**src/rtl/sync_cond_pkg.sv**
```systemverilog
// Shared register layout for the sync selection and clamp controller.
// Assumes registers are CNT_W wide with CNT_W >= 6.
package sync_cond_pkg;

    typedef enum logic [1:0] {
        ADR_SYNC  = 2'd0,
        ADR_CLAMP = 2'd1,
        ADR_PLACE = 2'd2,
        ADR_DUR   = 2'd3
    } reg_adr_e;

    // Sync control word, bit 0 = hs_ovr up to bit 5 = vs_inv.
    typedef struct packed {
        logic vs_inv;
        logic vs_sel;
        logic vs_ovr;
        logic hs_pol;
        logic hs_sel;
        logic hs_ovr;
    } sync_ctl_t;

    // Clamp control word, bit 0 = clamp_ext up to bit 2 = coast_vs.
    typedef struct packed {
        logic coast_vs;
        logic clamp_lowact;
        logic clamp_ext;
    } clamp_ctl_t;

endpackage

```
**src/rtl/sync_ctl_regs.sv**
```systemverilog
// Control register bank: four write-only words updated by a single
// strobe/address/data port. Assumes CNT_W >= 6 so the sync word fits.
module sync_ctl_regs
    import sync_cond_pkg::*;
#(
    parameter int CNT_W = 8
) (
    input  logic             clk,
    input  logic             rst_n,
    input  logic             wr_en,
    input  logic [1:0]       wr_addr,
    input  logic [CNT_W-1:0] wr_data,
    output sync_ctl_t        sync_ctl,
    output clamp_ctl_t       clamp_ctl,
    output logic [CNT_W-1:0] place,
    output logic [CNT_W-1:0] dur
);
    localparam int SYNC_W  = $bits(sync_ctl_t);
    localparam int CLAMP_W = $bits(clamp_ctl_t);

    // Load the addressed word on a write; defaults on reset.
    always_ff @(posedge clk) begin
        if (!rst_n) begin
            sync_ctl  <= '0;
            clamp_ctl <= '{coast_vs: 1'b0, clamp_lowact: 1'b1, clamp_ext: 1'b0};
            place     <= '0;
            dur       <= '0;
        end else if (wr_en) begin
            case (reg_adr_e'(wr_addr))
                ADR_SYNC:  sync_ctl  <= sync_ctl_t'(wr_data[SYNC_W-1:0]);
                ADR_CLAMP: clamp_ctl <= clamp_ctl_t'(wr_data[CLAMP_W-1:0]);
                ADR_PLACE: place     <= wr_data;
                default:   dur       <= wr_data;
            endcase
        end
    end

endmodule

```
**src/rtl/sync_src_pick.sv**
```systemverilog
// Two-way sync source chooser. pick = 0 means primary, 1 means alternate.
// Override forces sel; otherwise a lone active source wins, a tie is
// resolved per TIE_BY_SEL (sel, or primary), and no activity holds.
module sync_src_pick #(
    parameter bit TIE_BY_SEL = 1'b1
) (
    input  logic clk,
    input  logic rst_n,
    input  logic prim_act,
    input  logic alt_act,
    input  logic ovr,
    input  logic sel,
    output logic pick
);
    logic tie_pick;
    logic pick_nxt;

    generate
        if (TIE_BY_SEL) begin : g_tie_sel
            assign tie_pick = sel;
        end else begin : g_tie_prim
            assign tie_pick = 1'b0;
        end
    endgenerate

    // Decide the next choice from override and activity.
    always_comb begin
        if (ovr) begin
            pick_nxt = sel;
        end else begin
            case ({prim_act, alt_act})
                2'b11:   pick_nxt = tie_pick;
                2'b10:   pick_nxt = 1'b0;
                2'b01:   pick_nxt = 1'b1;
                default: pick_nxt = pick;
            endcase
        end
    end

    // Hold the current choice.
    always_ff @(posedge clk) begin
        if (!rst_n) pick <= 1'b0;
        else        pick <= pick_nxt;
    end


    ovr_follows_sel_chk: assert property (@(posedge clk) disable iff (!rst_n)
        ovr |=> (pick == $past(sel)));

    lone_prim_chk: assert property (@(posedge clk) disable iff (!rst_n)
        (!ovr && prim_act && !alt_act) |=> !pick);

    idle_hold_chk: assert property (@(posedge clk) disable iff (!rst_n)
        (!ovr && !prim_act && !alt_act) |=> $stable(pick));

endmodule

```
**src/rtl/clamp_timer.sv**
```systemverilog
// Internal clamp generator: detects the rising edge of the chosen
// (active-high) Hsync, counts pixel clocks and raises pulse_q for dur
// clocks starting place clocks after the edge. A new edge restarts it.
module clamp_timer #(
    parameter int CNT_W = 8
) (
    input  logic             clk,
    input  logic             rst_n,
    input  logic             sync_in,
    input  logic [CNT_W-1:0] place,
    input  logic [CNT_W-1:0] dur,
    output logic             pulse_q
);
    localparam int                SPAN_W = CNT_W + 1;
    localparam logic [SPAN_W-1:0] SAT    = '1;

    logic              sync_d;
    logic              armed;
    logic [SPAN_W-1:0] cnt;
    logic [SPAN_W-1:0] win_lo;
    logic [SPAN_W-1:0] win_hi;
    logic              lead;
    logic              in_win;

    assign lead   = sync_in & ~sync_d;
    assign win_lo = {1'b0, place};
    assign win_hi = {1'b0, place} + {1'b0, dur};
    assign in_win = armed && (cnt >= win_lo) && (cnt < win_hi);

    // Delay the sync by one clock for edge detection.
    always_ff @(posedge clk) begin
        if (!rst_n) sync_d <= 1'b0;
        else        sync_d <= sync_in;
    end

    // Restart on an edge, otherwise count up to saturation.
    always_ff @(posedge clk) begin
        if (!rst_n) begin
            armed <= 1'b0;
            cnt   <= '0;
        end else if (lead) begin
            armed <= 1'b1;
            cnt   <= '0;
        end else if (armed && cnt != SAT) begin
            cnt <= cnt + 1'b1;
        end
    end

    // Register the window decode.
    always_ff @(posedge clk) begin
        if (!rst_n) pulse_q <= 1'b0;
        else        pulse_q <= in_win;
    end


    zero_dur_quiet_chk: assert property (@(posedge clk) disable iff (!rst_n)
        ($past(rst_n) && $past(dur) == '0) |-> !pulse_q);

    edge_restart_chk: assert property (@(posedge clk) disable iff (!rst_n)
        lead |=> (armed && cnt == '0));

endmodule

```
**src/rtl/sync_cond_top.sv**
```systemverilog
// Sync source selection, polarity conditioning, clamp and coast control.
// Assumes all sync inputs and activity flags are already synchronous to
// clk and that syncs are normalised active-high.
module sync_cond_top
    import sync_cond_pkg::*;
#(
    parameter int CNT_W = 8
) (
    input  logic             clk,
    input  logic             rst_n,
    input  logic             wr_en,
    input  logic [1:0]       wr_addr,
    input  logic [CNT_W-1:0] wr_data,
    input  logic             hs_in,
    input  logic             sog_in,
    input  logic             hs_act,
    input  logic             sog_act,
    input  logic             vs_in,
    input  logic             sep_vs_in,
    input  logic             vs_act,
    input  logic             sep_act,
    input  logic             clamp_pin,
    input  logic             coast_pin,
    output logic             hs_out,
    output logic             sog_out,
    output logic             vs_out,
    output logic             clamp_out,
    output logic             coast_out
);
    sync_ctl_t        sync_ctl;
    clamp_ctl_t       clamp_ctl;
    logic [CNT_W-1:0] place;
    logic [CNT_W-1:0] dur;
    logic             hs_pick;
    logic             vs_pick;
    logic             hs_src;
    logic             vs_src;
    logic             int_pulse;

    sync_ctl_regs #(.CNT_W(CNT_W)) u_regs (
        .clk       (clk),
        .rst_n     (rst_n),
        .wr_en     (wr_en),
        .wr_addr   (wr_addr),
        .wr_data   (wr_data),
        .sync_ctl  (sync_ctl),
        .clamp_ctl (clamp_ctl),
        .place     (place),
        .dur       (dur)
    );

    sync_src_pick #(.TIE_BY_SEL(1'b1)) u_hs_pick (
        .clk      (clk),
        .rst_n    (rst_n),
        .prim_act (hs_act),
        .alt_act  (sog_act),
        .ovr      (sync_ctl.hs_ovr),
        .sel      (sync_ctl.hs_sel),
        .pick     (hs_pick)
    );

    sync_src_pick #(.TIE_BY_SEL(1'b0)) u_vs_pick (
        .clk      (clk),
        .rst_n    (rst_n),
        .prim_act (vs_act),
        .alt_act  (sep_act),
        .ovr      (sync_ctl.vs_ovr),
        .sel      (sync_ctl.vs_sel),
        .pick     (vs_pick)
    );

    assign hs_src = hs_pick ? sog_in : hs_in;
    assign vs_src = vs_pick ? sep_vs_in : vs_in;

    clamp_timer #(.CNT_W(CNT_W)) u_clamp (
        .clk     (clk),
        .rst_n   (rst_n),
        .sync_in (hs_src),
        .place   (place),
        .dur     (dur),
        .pulse_q (int_pulse)
    );

    // Register the conditioned outputs.
    always_ff @(posedge clk) begin
        if (!rst_n) begin
            hs_out    <= 1'b0;
            sog_out   <= 1'b0;
            vs_out    <= 1'b0;
            clamp_out <= 1'b0;
            coast_out <= 1'b0;
        end else begin
            hs_out    <= sync_ctl.hs_pol ? hs_src : ~hs_src;
            sog_out   <= sync_ctl.hs_pol ? sog_in : ~sog_in;
            vs_out    <= vs_src ^ sync_ctl.vs_inv;
            clamp_out <= clamp_ctl.clamp_ext ? (clamp_pin ^ clamp_ctl.clamp_lowact)
                                             : int_pulse;
            coast_out <= clamp_ctl.coast_vs ? vs_src : coast_pin;
        end
    end


    ext_clamp_level_chk: assert property (@(posedge clk) disable iff (!rst_n)
        ($past(rst_n) && $past(clamp_ctl.clamp_ext))
        |-> (clamp_out == ($past(clamp_pin) ^ $past(clamp_ctl.clamp_lowact))));

    coast_pin_path_chk: assert property (@(posedge clk) disable iff (!rst_n)
        ($past(rst_n) && !$past(clamp_ctl.coast_vs)) |-> (coast_out == $past(coast_pin)));

    sog_active_high_chk: assert property (@(posedge clk) disable iff (!rst_n)
        ($past(rst_n) && $past(sync_ctl.hs_pol)) |-> (sog_out == $past(sog_in)));

endmodule

```
**config.mk**
```make
export PLATFORM = sky130hd
export DESIGN_NAME = sync_cond_top
export DESIGN_NICKNAME = d
export VERILOG_FILES = /design/src/rtl/sync_cond_pkg.sv /design/src/rtl/sync_ctl_regs.sv /design/src/rtl/sync_src_pick.sv /design/src/rtl/clamp_timer.sv /design/src/rtl/sync_cond_top.sv
export SDC_FILE = /design/constraint.sdc
export NUM_CORES = 1
export LEC_CHECK = 0
export ABC_AREA = 1
export BUFFER_PORTS_ARGS = -buffer_cell sky130_fd_sc_hd__buf_2
export CAP_MARGIN = 20
export CORE_ASPECT_RATIO = 0.8
export CORE_MARGIN = 2
export CORE_UTILIZATION = 62
export DETAILED_ROUTE_END_ITERATION = 6
export GPL_ROUTABILITY_DRIVEN = 0
export PLACE_DENSITY_LB_ADDON = 0.05
export SYNTH_ARGS = -nofsm -noshare
export SYNTH_HDL_FRONTEND = slang
export SYNTH_SLANG_ARGS = --single-unit
```
**constraint.sdc**
```tcl
create_clock -name clk -period 4.9 [get_ports clk]
set_input_delay 0.735 -clock clk [delete_from_list [all_inputs] [get_ports clk]]
set_output_delay 0.735 -clock clk [all_outputs]
set_load 0.02 [all_outputs]
```
==> metrics.md <==
| Metric | Value |
|---|---|
| Outcome | finished clean |
| Adder-cell share of the synthesized area | 15.5% |
| Area Overhead vs Synth | 11.9% |
| Rows | 20 |
| Post-synth net total | 387 |
| R2r endpoint | u_clamp.pulse_q |
| Register area share after synthesis | 35.7% |
| Yosys warning total | 0 |
| Top post-synthesis cells by area | dfxtp_1 36%, ha_1 15%, nand2_1 8.8% |
| Core area | 0.00380 mm^2 |
| Compound-Gate Fraction of Synth Area | 16.2% |
| First-pass GRT wire length | 8270 um |
| CP endpoint | u_clamp.pulse_q |
| Largest area contributor in the synthesized netlist | dfxtp_1 |
| Fraction of registers with async set/reset | 0% |
| Post-CTS Repair Setup Buffers | 0 |
| Root Driver | clkbuf_8 |
| Final worst path period need | 2210 ps |
| Int Pwr | 0.000569 W |
| Area share of the largest cell type after synthesis | 35.7% |
| XOR/XNOR Fraction of Synth Area | 2.48% |
| Largest family of logic cells by synthesized area | simple AND/OR/NAND/NOR gates |
| Crit start category | flop |
| Max-cap violations | 0 |
| Switching power | 0.000207 W |
| TNS Setup | 0 ps |
| Worst min-delay path category | reg -> reg |
| Post-Synth Simple-Gate Area | 21.6% |
| CP Class | reg -> reg |
| Slew margin rel. | 71.4% |
| VDD IR-drop max | 0.194 mV |
| Clock sinks | 44 |
| Switching share of power | 26.7% |
| FF-to-FF Start | u_regs.place[0] |
| Cells along the critical path | ha_1 -> inv_1 -> fa_1 -> o21ai_1 -> nand3_1 -> nand2_1 -> xor2_1 -> ha_1 -> a21oi_1 -> a21oi_1 -> nor2_1 |
| Post-synth EDFFs | 0 |
| Fin. Hold Viols | 0 |
| CTS tree | done |
| RSZ-0062 raised after global routing | no |
| Antenna violations before repair | 0 |
| Nets@finish | 416 |
| GRT Util Overall | 24.3% |
| Cts repair resizes | 0 |
| CP endpoint kind | flop |
| Worst-Margin Slew | 429 ps |
| CP max-delay cell | fa_1 |
| Crit path depth | 11 |
| Family with the most delay on the worst path | adder cells |
| Final period utilization | 45.2% |
| H-tree depth | 2 |
| Cell count after synthesis | 334 |
| Max Slew Vio Count | 0 |
| Drt drc | 0 |
| DP Wirelength | 3890 um |
| Longest Clk Path Bufs | 2 |
| Ports | 28 |
| Largest net degree at the start of global routing | 26 |
| Slowest stage delay, CP | 390 ps |
| # fillers | 341 |
| Gate power share | 14.8% |
| R2R Setup Slk | 2690 ps |
| Leak | 1.31 nW |
| Total grt overflow | 0 |
| Vias/cell | 5.15 |
| ANT cells | 0 |
| Initial Util | 64.9% |
| Critical path arrival | 2450 ps |
| Clock power share | 35.7% |
| Routed WL per cell | 11.8 um |
| Netlist cell types | 36 |
| Hold path depth | 1 |
| Share of post-route cells with drive strength above 1 | 12.6% |
| IO buf count | 27 |
| Final setup vio count | 0 |
| TritonCTS buffer count | 5 |
| Final Core Density | 72.6% |
| Flop pwr share | 49.5% |
| WP data required | 5140 ps |
| 1st-iter DRT viols | 101 |
| Max Clock Skew | 5.98 ps |
| DRT Pass-1 Iters | 5 |
| Worst setup startpoint | u_regs.place[0] |
| Cts hold-fix bufs | 0 |
| Synthesized cell area | 0.00247 mm^2 |
| Clk_lat worst skew | 300 ps |
| CP bufs+invs | 1 |
| Mapped Avg Cell Area | 7.39 um^2 |
| #FFs+latches synth | 44 |
| CP max FO | 3 |
| Clock-pin slew on the worst setup and hold paths | 90 ps |
| Die Y | 60.4 um |
| Main synth FF type | dfxtp_1 |
| PwrDens | 281 mW/mm^2 |
| Die X | 74.5 um |
| Via count | 2,158 |
| Die ar. | 0.00450 mm^2 |
| ANT nets after route | 0 |
| Via count of the first global-routing pass | 1,912 |
| Portion of netlist area occupied by mux cells | 0.456% |
| Final WL | 4940 um |
| Reg2Reg Depth | 11 |
| Fmax | 0.452 GHz |
[metrics by stage]
step / hold WS (ps) / instances / worst slack [ps] / instance area [um^2] / power, W
after floorplan: 422 / 334 / 2870 / 2470 / 0.000472
after global placement: 434 / 411 / 2790 / 2650 / 0.000504
after detailed placement: 442 / 411 / 2720 / 2650 / 0.000507
after CTS: 454 / 419 / 2690 / 2760 / 0.000780
after global routing: 490 / 419 / 2500 / 2760 / 0.000816
final: 458 / 419 / 2690 / 2760 / 0.000776
[power groups by stage]
| stage | Combinational, W | Clock (W) | Sequential [W] |
|---|---|---|---|
| finish | 0.000115 | 0.000277 | 0.000384 |
| global route | 0.000133 | 0.000297 | 0.000386 |
| CTS | 0.000115 | 0.000281 | 0.000384 |
| floorplan | 0.0000773 | 0 | 0.000395 |
| global placement | 0.000112 | 0 | 0.000392 |
| detailed placement | 0.000114 | 0 | 0.000393 |
[cells by family after synthesis]
logic type	Yosys count
AND/OR/NAND/NOR	124
AO/OA/AOI/OAI	76
buffers and inverters	52
flip-flops	44
adder cells (fa/ha/maj)	30
XOR/XNOR	7
multiplexers	1
[how the worst min path moves through the flow]
stage,start,end
global route,u_regs.sync_ctl[2],sog_out
floorplan,u_regs.sync_ctl[2],sog_out
finish,u_regs.sync_ctl[2],sog_out
CTS,u_regs.sync_ctl[2],sog_out
global placement,u_regs.sync_ctl[2],sog_out
detailed placement,u_regs.sync_ctl[2],sog_out
[cell usage in the layout, fill, tap and decap left out, drive strengths merged]
cell and n:
ha 29, xor2 6, a211oi 1, inv 46
a21boi 1, and2 1, fa 1, buf 27
dfxtp 44, nor4 1, mux2 1, a31oi 1
nor3 3, o211a 1, nand2 60, bufinv 1
nor2 39, or2 2, clkinv 2, clkinvlp 1
o31ai 1, xnor2 1, o21ai 29, a21oi 40
a21o 2, clkbuf 5, nand4 3, nand3b 1
nand3 14
[metal layers]
metal,share of wire [%],up-vias,track usage [%]
li1,-,1155,-
met1,50,962,32.3
met2,44,32,38.7
met3,4.0,9,5.48
met4,1.7,0,9.95
met5,0,-,0
[Yosys cell counts (2+ instances only)]
master    number
inv_2          2
nor3_1         2
inv_1         44
ha_1          29
nand2_2        2
clkbuf_1       3
nand3_1       13
a21oi_1       40
buf_2          2
nand4_1        3
o21ai_0       27
o21ai_1        2
nand2_1       58
xor2_1         6
dfxtp_1       44
nor2_1        37
[sequential cells by signal, summed over array words and instances (netlist names)]
register / cells
u_clamp.cnt: 9
u_clamp.sync_d: 1
sog_out: 1
hs_out: 1
clamp_out: 1
u_clamp.pulse_q: 1
u_regs.sync_ctl: 6
coast_out: 1
u_regs.dur: 8
u_regs.place: 8
u_hs_pick.pick: 1
u_vs_pick.pick: 1
vs_out: 1
u_clamp.armed: 1
u_regs.clamp_ctl: 3
[cell type report]
| class | instances | area [um^2] | area share, % |
|---|---|---|---|
| multi-input cells | 238 | 1390 | 50.3 |
| flip-flops and latches | 44 | 881 | 31.9 |
| inverters | 47 | 176 | 6.39 |
| repair buffers | 27 | 135 | 4.89 |
| clock buffers | 5 | 68.8 | 2.49 |
| well taps | 55 | 68.8 | 2.49 |
| clock inverters | 3 | 42.5 | 1.54 |
No activity file was read; power rests on OpenSTA's default activity.
